`config.mk`:
```
export PLATFORM = sky130hd
export DESIGN_NAME = sync_ratio_divider
export DESIGN_NICKNAME = d
export VERILOG_FILES = /design/src/rtl/clkdiv_pkg.sv /design/src/rtl/clkdiv_en_gate.sv /design/src/rtl/clkdiv_frame_seq.sv /design/src/rtl/clkdiv_taps.sv /design/src/rtl/sync_ratio_divider.sv
export SDC_FILE = /design/constraint.sdc
export NUM_CORES = 1
export LEC_CHECK = 0
export BUFFER_PORTS_ARGS = -buffer_cell sky130_fd_sc_hd__buf_2
export CELL_PAD_IN_SITES_DETAIL_PLACEMENT = 1
export CELL_PAD_IN_SITES_GLOBAL_PLACEMENT = 1
export CORE_ASPECT_RATIO = 1.1
export CORE_MARGIN = 2
export CORE_UTILIZATION = 30
export DETAILED_ROUTE_END_ITERATION = 16
export PLACE_DENSITY_LB_ADDON = 0.1
export SETUP_SLACK_MARGIN = 0.4
export SLEW_MARGIN = 15
export SYNTH_ARGS = -nofsm -noshare
export SYNTH_HDL_FRONTEND = slang
export SYNTH_SLANG_ARGS = --single-unit
```
`constraint.sdc`:
```
create_clock -name clk_i -period 9.55 [get_ports clk_i]
set_clock_uncertainty 0.1 [all_clocks]
set_input_delay 0.955 -clock clk_i [delete_from_list [all_inputs] [get_ports clk_i]]
set_output_delay 0.955 -clock clk_i [all_outputs]
set_load 0.03 [all_outputs]
```
`src/rtl/clkdiv_pkg.sv`:
```
`timescale 1ns/1ps
package clkdiv_pkg;

  typedef enum logic {RATIO_LO = 1'b0, RATIO_HI = 1'b1} ratio_e;

  localparam int unsigned NUM_TAPS = 3;

  // Divide ratio and high time (in input cycles) per tap, fast tap first.
  localparam int unsigned HI_DIV  [NUM_TAPS] = '{1, 2, 3};
  localparam int unsigned HI_HIGH [NUM_TAPS] = '{1, 1, 1};
  localparam int unsigned LO_DIV  [NUM_TAPS] = '{2, 4, 6};
  localparam int unsigned LO_HIGH [NUM_TAPS] = '{1, 2, 3};

  // Frame = common period of all taps in a ratio set.
  localparam int unsigned FRAME_HI = 6;
  localparam int unsigned FRAME_LO = 12;

  function automatic logic tap_on(input int unsigned phase,
                                  input int unsigned ratio,
                                  input int unsigned high);
    return (phase % ratio) < high;
  endfunction

endpackage

```
`src/rtl/clkdiv_en_gate.sv`:
```
`timescale 1ns/1ps
// Falling-edge enable capture plus the gate used by the pass-through tap.
module clkdiv_en_gate (
  input  logic clk_i,
  input  logic mrst_i,
  input  logic en_i,
  input  logic locked_i,
  input  logic run_i,
  input  logic last_i,
  output logic en_q_o,
  output logic gate_o
);

  logic gate_d;

  // Predict whether the sequencer will be running after the next rising edge.
  always_comb begin
    if (run_i) gate_d = locked_i & ~(last_i & ~en_i);
    else       gate_d = locked_i & en_i;
  end

  always_ff @(negedge clk_i or posedge mrst_i) begin
    if (mrst_i) begin
      en_q_o <= 1'b0;
      gate_o <= 1'b0;
    end else begin
      en_q_o <= en_i;
      gate_o <= gate_d;
    end
  end

endmodule

```
`src/rtl/clkdiv_frame_seq.sv`:
```
`timescale 1ns/1ps
// Shared phase counter: captures the ratio set, starts on enable,
// stops only at a frame boundary.
module clkdiv_frame_seq
  import clkdiv_pkg::*;
#(
  parameter int PH_W = 4
) (
  input  logic            clk_i,
  input  logic            mrst_i,
  input  logic            fsel_i,
  input  logic            en_q_i,
  output logic            locked_o,
  output ratio_e          mode_o,
  output logic            run_o,
  output logic [PH_W-1:0] ph_o,
  output logic            last_o
);

  localparam logic [PH_W-1:0] LAST_HI = PH_W'(FRAME_HI - 1);
  localparam logic [PH_W-1:0] LAST_LO = PH_W'(FRAME_LO - 1);

  logic [PH_W-1:0] frame_last;

  assign frame_last = (mode_o == RATIO_HI) ? LAST_HI : LAST_LO;
  assign last_o     = run_o & (ph_o == frame_last);

  always_ff @(posedge clk_i or posedge mrst_i) begin
    if (mrst_i) begin
      locked_o <= 1'b0;
      mode_o   <= RATIO_LO;
      run_o    <= 1'b0;
      ph_o     <= '0;
    end else if (!locked_o) begin
      locked_o <= 1'b1;
      mode_o   <= ratio_e'(fsel_i);
    end else if (!run_o) begin
      if (en_q_i) begin
        run_o <= 1'b1;
        ph_o  <= '0;
      end
    end else if (ph_o == frame_last) begin
      ph_o <= '0;
      if (!en_q_i) run_o <= 1'b0;
    end else begin
      ph_o <= ph_o + 1'b1;
    end
  end

endmodule

```
`src/rtl/clkdiv_taps.sv`:
```
`timescale 1ns/1ps
// Decodes each output tap from the shared phase.
module clkdiv_taps
  import clkdiv_pkg::*;
#(
  parameter int PH_W = 4
) (
  input  logic                clk_i,
  input  logic                gate_i,
  input  ratio_e              mode_i,
  input  logic                run_i,
  input  logic [PH_W-1:0]     ph_i,
  output logic [NUM_TAPS-1:0] q_o
);

  for (genvar t = 0; t < NUM_TAPS; t++) begin : g_tap
    logic lo_q;
    logic hi_q;

    assign lo_q = run_i & tap_on(32'(ph_i), LO_DIV[t], LO_HIGH[t]);

    if (HI_DIV[t] == 1) begin : g_pass
      // Gate changes only while the clock is low: whole pulses only.
      assign hi_q = clk_i & gate_i;
    end else begin : g_cnt
      assign hi_q = run_i & tap_on(32'(ph_i), HI_DIV[t], HI_HIGH[t]);
    end

    assign q_o[t] = (mode_i == RATIO_HI) ? hi_q : lo_q;
  end

endmodule

```
`src/rtl/sync_ratio_divider.sv`:
```
`timescale 1ns/1ps
module sync_ratio_divider
  import clkdiv_pkg::*;
#(
  parameter int PH_W = $clog2(FRAME_LO)
) (
  input  logic clk_i,
  input  logic mrst_i,
  input  logic fsel_i,
  input  logic en_i,
  output logic div_fast_o,
  output logic div_mid_o,
  output logic div_slow_o
);

  logic            en_q;
  logic            gate_q;
  logic            locked_q;
  ratio_e          mode_q;
  logic            run_q;
  logic [PH_W-1:0] ph_q;
  logic            last_w;
  logic [NUM_TAPS-1:0] taps;

  clkdiv_en_gate u_en (
    .clk_i    (clk_i),
    .mrst_i   (mrst_i),
    .en_i     (en_i),
    .locked_i (locked_q),
    .run_i    (run_q),
    .last_i   (last_w),
    .en_q_o   (en_q),
    .gate_o   (gate_q)
  );

  clkdiv_frame_seq #(.PH_W(PH_W)) u_seq (
    .clk_i    (clk_i),
    .mrst_i   (mrst_i),
    .fsel_i   (fsel_i),
    .en_q_i   (en_q),
    .locked_o (locked_q),
    .mode_o   (mode_q),
    .run_o    (run_q),
    .ph_o     (ph_q),
    .last_o   (last_w)
  );

  clkdiv_taps #(.PH_W(PH_W)) u_taps (
    .clk_i  (clk_i),
    .gate_i (gate_q),
    .mode_i (mode_q),
    .run_i  (run_q),
    .ph_i   (ph_q),
    .q_o    (taps)
  );

  assign div_fast_o = taps[0];
  assign div_mid_o  = taps[1];
  assign div_slow_o = taps[2];

endmodule

```
==> After elaboration in Yosys (flattened, before gate mapping) <==
Index checks and enable logic that the tools add are counted.
{ "op_classes": {"muxes": 11, "n_bitwise": 11, "n_addsub": 1, "eq_ne": 1, "reduce_logical": 2, "div_mod_pow": 2, "magnitude_cmp": 4} }
{ "ops": {"columns": ["op", "n"], "rows": [
  ["$lt A32 B1 Y1 const B", 1],
  ["$lt A32 B2 Y1 const B", 1],
  ["$mod A4 B2 Y32 const B", 1],
  ["$mod A4 B3 Y32 const B", 1],
  ["$mux W4", 4],
  ["$and A1 B1 Y1", 9],
  ["$mux W1", 7],
  ["$add A4 B1 Y4 const B", 1],
  ["$eq A4 B4 Y1", 1],
  ["$lt A2 B2 Y1 const B", 1],
  ["$not A1 Y1", 2],
  ["$reduce_and A2 Y1", 1],
  ["$reduce_bool A2 Y1", 1],
  ["$lt A1 B1 Y1 const B", 1]
]} }
{ "totals": {"reg_bits": 9, "word_cells": 38} }

==> Logic depth before layout (Yosys ltp) <==
Gate-level depths: netlist of the first run.
{ "depth": {"ltp_word": 7, "ltp_mapped": 14, "mapped_depth_nobuf": 12} }

==> Modules after synthesis <==
From an unflattened synthesis of the first run, not the netlist that was laid out.
{ "hier_totals": {"cells_unflattened": 113, "hier_area_um2": 1011.0} }
{ "by_module_without_submodules": {"columns": ["module", "area_each_um2", "seq_area_each_um2", "n_inst", "cells_per_inst"], "rows": [
  ["clkdiv_taps", 559.3, 0.0, 1, 75],
  ["clkdiv_frame_seq", 376.6, 175.2, 1, 33],
  ["clkdiv_en_gate", 75.1, 50.0, 1, 5]
]} }

==> impl_table.tex, run 1 <==
\begin{tabular}{lr}
\hline
Metric & Value \\
\hline
\multicolumn{2}{l}{\textbf{Run status}} \\
\quad Result of the run & complete, no violations \\
\multicolumn{2}{l}{\textbf{Power}} \\
\quad Relative contribution of combinational cells to total power & 0.600 \\
\quad Switching Fraction & 0.4808 \\
\quad Share of total power in the clock network & 0.172 \\
\quad Internal power & 0.0001662 W \\
\quad Worst voltage drop across the vdd grid & 0.0001331 V \\
\quad Reg power frac & 0.228 \\
\quad Switch Pwr & 0.0001539 W \\
\quad PD cells & 317.4 nW/um\^{}2 \\
\quad Static leakage & 0.4251 nW \\
\multicolumn{2}{l}{\textbf{Setup path}} \\
\quad Slowest stage cell on the critical path & dfrtn\_1 \\
\quad Type of the worst setup path & register to output pin \\
\quad Series of cell instances along the critical path & a32o\_1 > buf\_2 \\
\quad Max stage delay on crit path & 330 ps \\
\quad Worst path required time & 8500 ps \\
\quad Type of element capturing the critical path & output pin \\
\quad Kind of start point of the critical path & register \\
\quad Data arrival time of the critical path & 5910 ps \\
\quad Crit-path max FO & 1 \\
\multicolumn{2}{l}{\textbf{Yosys}} \\
\quad Mapped Cells & 112 \\
\quad Xor and xnor fraction of the mapped netlist area & 0.01862 \\
\quad Avg Cell Area, Syn & 8.401 sq um \\
\quad Largest family of logic cells by synthesized area & compound AO/OA/AOI/OAI gates \\
\quad Top-area cell type share of the netlist area & 0.1862 \\
\quad Post-synth top area cell & dfrtp\_1 \\
\quad Basic-gate share of the synthesized area counting and, or, nand and nor cells & 0.2327 \\
\quad Top cells by count, synth & nand2\_1 (10), o21ai\_0 (10), ha\_1 (8), dfrtp\_1 (7), inv\_1 (6) \\
\quad Count of distinct cell types in the synthesized netlist & 46 \\
\quad Area share of fa/ha/maj cells after synthesis & 0.1064 \\
\quad Number of synthesized register bits & 9 \\
\quad Share of the synthesized area in compound gates (AO/OA/AOI/OAI) & 0.2952 \\
\quad Part of the Yosys area used for sequential elements & 0.2394 \\
\quad Portion of netlist area occupied by mux cells & 0.02261 \\
\quad Number of synthesized flops with an enable pin & 0 \\
\quad Post-synthesis cell area & 940.9 sq um \\
\quad Top flip-flop cell by instance count after synthesis & dfrtp\_1 \\
\quad Async set-or-reset flop fraction in the synthesized netlist & 1.000 \\
\quad Post-Synthesis Net Count & 124 \\
\quad Number of synthesis warnings & 0 \\
\quad Largest cells by area after synthesis & dfrtp\_1 (19\%), ha\_1 (11\%), dfrtn\_1 (5.3\%) \\
\multicolumn{2}{l}{\textbf{Timing}} \\
\quad Setup violators final & 0 \\
\quad Unrepaired setup endpoints after global routing & no \\
\quad Setup TNS & 0 ps \\
\quad Final Hold Slack & 437.3 ps \\
\quad Final WS setup & 2589 ps \\
\quad Max\_slew headroom & 0.6284 \\
\quad Final Hold Violating Endpoints & 0 \\
\quad Final number of max-transition violations & 0 \\
\quad Worst Tran Pin Value & 557.3 ps \\
\multicolumn{2}{l}{\textbf{Placed design}} \\
\quad Detailed placement HPWL & 1700 um \\
\quad Worst setup slack before clock tree synthesis & 3020 ps \\
\quad Buffers added on ports & 6 \\
\quad Routability congestion estimate from global placement & 0.7748 \\
\multicolumn{2}{l}{\textbf{Cells and area}} \\
\quad Number of fill cells in the layout & 363 \\
\quad Ratio of cells with drive above 1 in the final layout & 0.1810 \\
\quad Area overhead of the layout relative to synthesis & 7.181\% \\
\quad Nets & 129 \\
\quad Final standard cell utilization of the core & 0.3337 \\
\quad Ant. Diodes & 0 \\
\multicolumn{2}{l}{\textbf{Drt}} \\
\quad Detailed-route vias per instance & 5.660 \\
\quad Total iterations of the first detailed-routing run & 2 \\
\quad Post-DRT Antenna Nets & 0 \\
\quad Routed wire length & 2248 um \\
\quad Total number of vias & 849 \\
\quad DRC violations left & 0 \\
\quad Routed WL per cell & 14.99 um \\
\quad Initial detailed-routing violation count & 13 \\
\multicolumn{2}{l}{\textbf{CTS}} \\
\quad Setup bufs post-CTS & 0 \\
\quad Clock-pin transition on the worst setup and hold timing paths & 60 ps \\
\quad Clock latency on the worst-skew pair & 390 ps \\
\quad Hold\_buf cts & 0 \\
\quad Clock tree from TritonCTS & done \\
\quad Gates resized, CTS repair & 0 \\
\multicolumn{2}{l}{\textbf{Die}} \\
\quad Row count & 21 \\
\quad Vertical die dimension & 62.74 um \\
\quad Starting density of the core & 0.3114 \\
\quad Die X & 57.40 um \\
\quad Die Footprint & 3601 sq um \\
\quad Core region area & 3022 sq um \\
\quad I/O pin cnt & 7 \\
\multicolumn{2}{l}{\textbf{Global routing}} \\
\quad Number of antenna violations at the first check in global routing & 0 \\
\quad Sum of overflow across all layers after global routing & 0 \\
\quad Gr usage total & 0.1367 \\
\quad Global-route wire length before repair & 3850 um \\
\quad Largest net degree at the start of global routing & 21 \\
\quad Vias in the first global route & 878 \\
\multicolumn{2}{l}{\textbf{Min path}} \\
\quad Worst min-delay path class & input port to async pin \\
\multicolumn{2}{l}{\textbf{Flow run}} \\
\quad Max cap viols & 0 \\
\hline
\end{tabular}
[sequential cells by signal, indices dropped and copies added, names as in the netlist]
register,cells
u_seq.locked_o,1
u_seq.run_o,1
u_en.en_q_o,1
u_en.gate_o,1
u_seq.mode_o,1
u_seq.ph_o,4
[power groups by stage]
stage                     clock network, W  logic, W  registers [W]
after floorplan                 0.00000507  0.000176      0.0000533
after global placement          0.00000620  0.000191      0.0000732
after detailed placement        0.00000620  0.000193      0.0000735
after CTS                        0.0000579  0.000194      0.0000727
after global routing             0.0000607  0.000217      0.0000764
final                            0.0000550  0.000192      0.0000731
[cell type report]
| type | instances | area (sq um) | share of cell area |
|---|---|---|---|
| Tap cell | 34 | 42.54 | 0.04218 |
| Timing Repair Buffer | 5 | 25.02 | 0.02481 |
| Sequential cell | 9 | 225.2 | 0.2233 |
| Clock buffer | 8 | 53.80 | 0.05335 |
| Inverter | 6 | 22.52 | 0.02233 |
| Multi-Input combinational cell | 88 | 639.4 | 0.6340 |
[path summary, 6_finish.rpt]
check                               startpoint             to  slack, ps  cells past startpoint
worst max-delay path               u_en.gate_o     div_fast_o       2590                      2
worst min-delay path                    mrst_i  u_seq.ph_o[0]        440                      2
worst max register to register   u_seq.ph_o[3]    u_en.gate_o       3130                      4
worst min register to register  u_seq.locked_o    u_seq.run_o        530                      2
max in group asynchronous               mrst_i    u_en.en_q_o       3970                      2
min in group clk_i              u_seq.locked_o    u_seq.run_o        530                      2
[per-layer routing]
| metal | GRT usage | vias up | wire, um |
|---|---|---|---|
| met2 | 0.2287 | 10 | 1149 |
| li1 | - | 414 | - |
| met1 | 0.1531 | 419 | 1010 |
| met4 | 0.09302 | 0 | 44 |
| met3 | 0.02484 | 6 | 43 |
| met5 | 0 | - | 0 |
[cell usage in the layout, fill, tap and decap left out, types with 2 or more instances in the layout]
cell      count
o21ai_1       3
clkbuf_4      6
a21oi_1       4
nand3_1       4
dfrtp_1       7
o22a_1        2
a31oi_1       2
inv_1         6
xnor2_1       2
nor3_1        4
and2b_1       2
nand2_1      10
ha_1          8
dfrtn_1       2
o21ai_0      10
nor4bb_1      2
nor2_1        5
nor2b_1       4
buf_2         6
[worst max-delay path, delay by kind of cell (launching register included)]
kind | cells | cell delay, ps
buffers and inverters | 1 | 170
DFF | 1 | 330
AOI/OAI and AO/OA | 1 | 240
[logic make-up (layout without fill, tap and decap cells)]
kind of cell               Yosys count  after routing
adders and majority gates            8              8
other                                1              1
buffers and inverters               15             19
xor gates and xnor gates             2              2
DFF                                  9              9
AOI/OAI and AO/OA                   36             36
and+or+nand+nor                     39             39
muxes                                2              2
[per-stage QoR]
stage | std cells | power, W | cell area, sq um
CTS | 150 | 0.0003249 | 1008
detailed placement | 143 | 0.0002729 | 959.7
finish | 150 | 0.0003201 | 1008
global route | 150 | 0.0003542 | 1008
global placement | 143 | 0.0002703 | 959.7
floorplan | 112 | 0.0002346 | 940.9
(Power assumes the default switching activity.)
==> run 2, diff against run 1 <==
- clock period: 9.55 -> 6 ns (I/O delays scaled with it)
==> run 2 against run 1 <==
Hold slack got worse by 350 ps. Die area unchanged. Non-clock buffer count did not move. Flip-flop and latch count unchanged. Largest cell class unchanged.
==> impl_table.tex, run 2 (synthesis gave the netlist of run 1 again) <==
\begin{tabular}{lr}
\hline
Metric & Value \\
\hline
\multicolumn{2}{l}{\textbf{Run status}} \\
\quad Result of the run & complete, no violations \\
\multicolumn{2}{l}{\textbf{Power}} \\
\quad Relative contribution of combinational cells to total power & 0.601 \\
\quad Switching Fraction & 0.4776 \\
\quad Reg power frac & 0.231 \\
\quad Worst voltage drop across the vdd grid & 0.0001946 V \\
\quad PD cells & 500.5 nW/um\^{}2 \\
\quad Internal power & 0.0002637 W \\
\quad Share of total power in the clock network & 0.168 \\
\quad Static leakage & 0.4251 nW \\
\quad Switch Pwr & 0.0002411 W \\
\multicolumn{2}{l}{\textbf{Drt}} \\
\quad Total iterations of the first detailed-routing run & 4 \\
\quad Post-DRT Antenna Nets & 0 \\
\quad Routed wire length & 2253 um \\
\quad Detailed-route vias per instance & 5.547 \\
\quad Initial detailed-routing violation count & 15 \\
\quad Total number of vias & 832 \\
\quad Routed WL per cell & 15.02 um \\
\quad DRC violations left & 0 \\
\multicolumn{2}{l}{\textbf{Die}} \\
\quad Row count & 21 \\
\quad I/O pin cnt & 7 \\
\quad Starting density of the core & 0.3114 \\
\quad Die Footprint & 3601 sq um \\
\quad Core region area & 3022 sq um \\
\quad Vertical die dimension & 62.74 um \\
\quad Die X & 57.40 um \\
\multicolumn{2}{l}{\textbf{Cells and area}} \\
\quad Largest register FFs & 4 \\
\quad Ratio of cells with drive above 1 in the final layout & 0.1810 \\
\quad Area overhead of the layout relative to synthesis & 7.181\% \\
\quad Reg with most FFs & u\_seq.ph\_o \\
\quad Top library cells by usage in the layout, fill and taps aside & nand2\_1 (10), o21ai\_0 (10), ha\_1 (8) \\
\quad Ant. Diodes & 0 \\
\quad Nets & 129 \\
\quad Post-route insts no fill & 150 \\
\multicolumn{2}{l}{\textbf{Placed design}} \\
\quad Detailed placement HPWL & 1740 um \\
\quad Worst setup slack before clock tree synthesis & 1328 ps \\
\quad Routability congestion estimate from global placement & 0.7402 \\
\quad Instance count after placement with tap cells included & 143 \\
\quad Buffers added on ports & 6 \\
\multicolumn{2}{l}{\textbf{Setup path}} \\
\quad Data arrival time of the critical path & 4120 ps \\
\quad Type of element capturing the critical path & output pin \\
\quad Series of cell instances along the critical path & a32o\_1 > buf\_2 \\
\quad Crit-path max FO & 1 \\
\quad Max stage delay on crit path & 330 ps \\
\quad Kind of start point of the critical path & register \\
\quad Type of the worst setup path & register to output pin \\
\quad Slowest stage cell on the critical path & dfrtn\_1 \\
\quad Worst path required time & 5300 ps \\
\multicolumn{2}{l}{\textbf{Global routing}} \\
\quad Vias in the first global route & 913 \\
\quad Gr usage total & 0.1480 \\
\quad Sum of overflow across all layers after global routing & 0 \\
\quad Largest net degree at the start of global routing & 21 \\
\quad Number of antenna violations at the first check in global routing & 0 \\
\quad Global-route wire length before repair & 4133 um \\
\multicolumn{2}{l}{\textbf{Flow run}} \\
\quad Max cap viols & 0 \\
\multicolumn{2}{l}{\textbf{Timing}} \\
\quad Setup TNS & 0 ps \\
\quad Unrepaired setup endpoints after global routing & no \\
\quad Final Hold Slack & 86.47 ps \\
\quad Final number of max-transition violations & 0 \\
\quad Setup violators final & 0 \\
\quad Worst Tran Pin Value & 571.0 ps \\
\quad Max\_slew headroom & 0.6193 \\
\quad Final WS setup & 1180 ps \\
\quad Final Hold Violating Endpoints & 0 \\
\multicolumn{2}{l}{\textbf{CTS}} \\
\quad Setup bufs post-CTS & 0 \\
\quad Hold\_buf cts & 0 \\
\quad Clock latency on the worst-skew pair & 380 ps \\
\quad Clock-pin transition on the worst setup and hold timing paths & 60 ps \\
\quad Gates resized, CTS repair & 0 \\
\quad Clock tree from TritonCTS & done \\
\multicolumn{2}{l}{\textbf{Min path}} \\
\quad Worst min-delay path class & input port to async pin \\
\hline
\end{tabular}
## run 2: cell counts in the layout (fill, tap and decap cells not counted)
Identical to the previous run, type by type.
## run 2: metal layers
metal / wire length (um) / part of all wire / global-route usage
met4: 28 / 0.012 / 0.06977
met5: 0 / 0 / 0
met3: 32 / 0.014 / 0.03727
met2: 1214 / 0.54 / 0.2457
met1: 978 / 0.43 / 0.1745
## run 2: area by class of cell
| type | instances | area, sq um |
|---|---|---|
| inverter | 6 | 22.52 |
| clock buffer | 8 | 53.80 |
| fill | 363 | 2013 |
| timing repair buffer | 5 | 25.02 |
| tap | 34 | 42.54 |
| multi-input combinational | 88 | 639.4 |
| sequential | 9 | 225.2 |
## run 2: power by group through the flow
stage	sequential (W)	combinational [W]	clock [W]
CTS	0.000117	0.000309	0.0000895
global route	0.000124	0.000348	0.0000935
detailed placement	0.000118	0.000308	0.00000986
finish	0.000116	0.000303	0.0000850
global placement	0.000115	0.000304	0.00000986
floorplan	0.0000848	0.000280	0.00000807
## run 2: final timing paths
path | start | slack (ps) | cells past startpoint | endpoint
worst max-delay path | u_en.gate_o | 1180 | 2 | div_fast_o
min in group clk_i | fsel_i | 370 | 2 | u_seq.mode_o
worst max register to register | u_seq.ph_o[3] | 1340 | 4 | u_en.gate_o
worst min-delay path | mrst_i | 90 | 2 | u_seq.ph_o[2]
max in group asynchronous | mrst_i | 2560 | 2 | u_en.en_q_o
worst min register to register | u_seq.locked_o | 510 | 2 | u_seq.run_o
## run 2: through the flow
| stage | area [sq um] | util | power (W) |
|---|---|---|---|
| finish | 1008 | 0.3337 | 0.0005048 |
| floorplan | 940.9 | - | 0.0003733 |
| detailed placement | 959.7 | 0.3176 | 0.0004356 |
| global route | 1008 | 0.3337 | 0.0005655 |
| global placement | 959.7 | 0.3176 | 0.0004295 |
| CTS | 1008 | 0.3337 | 0.0005152 |
## run 2: critical path: cells and delay by family, from the launching register on
family          cells  cell delay, ps
compound gates      1             240
flops               1             330
buf+inv             1             170
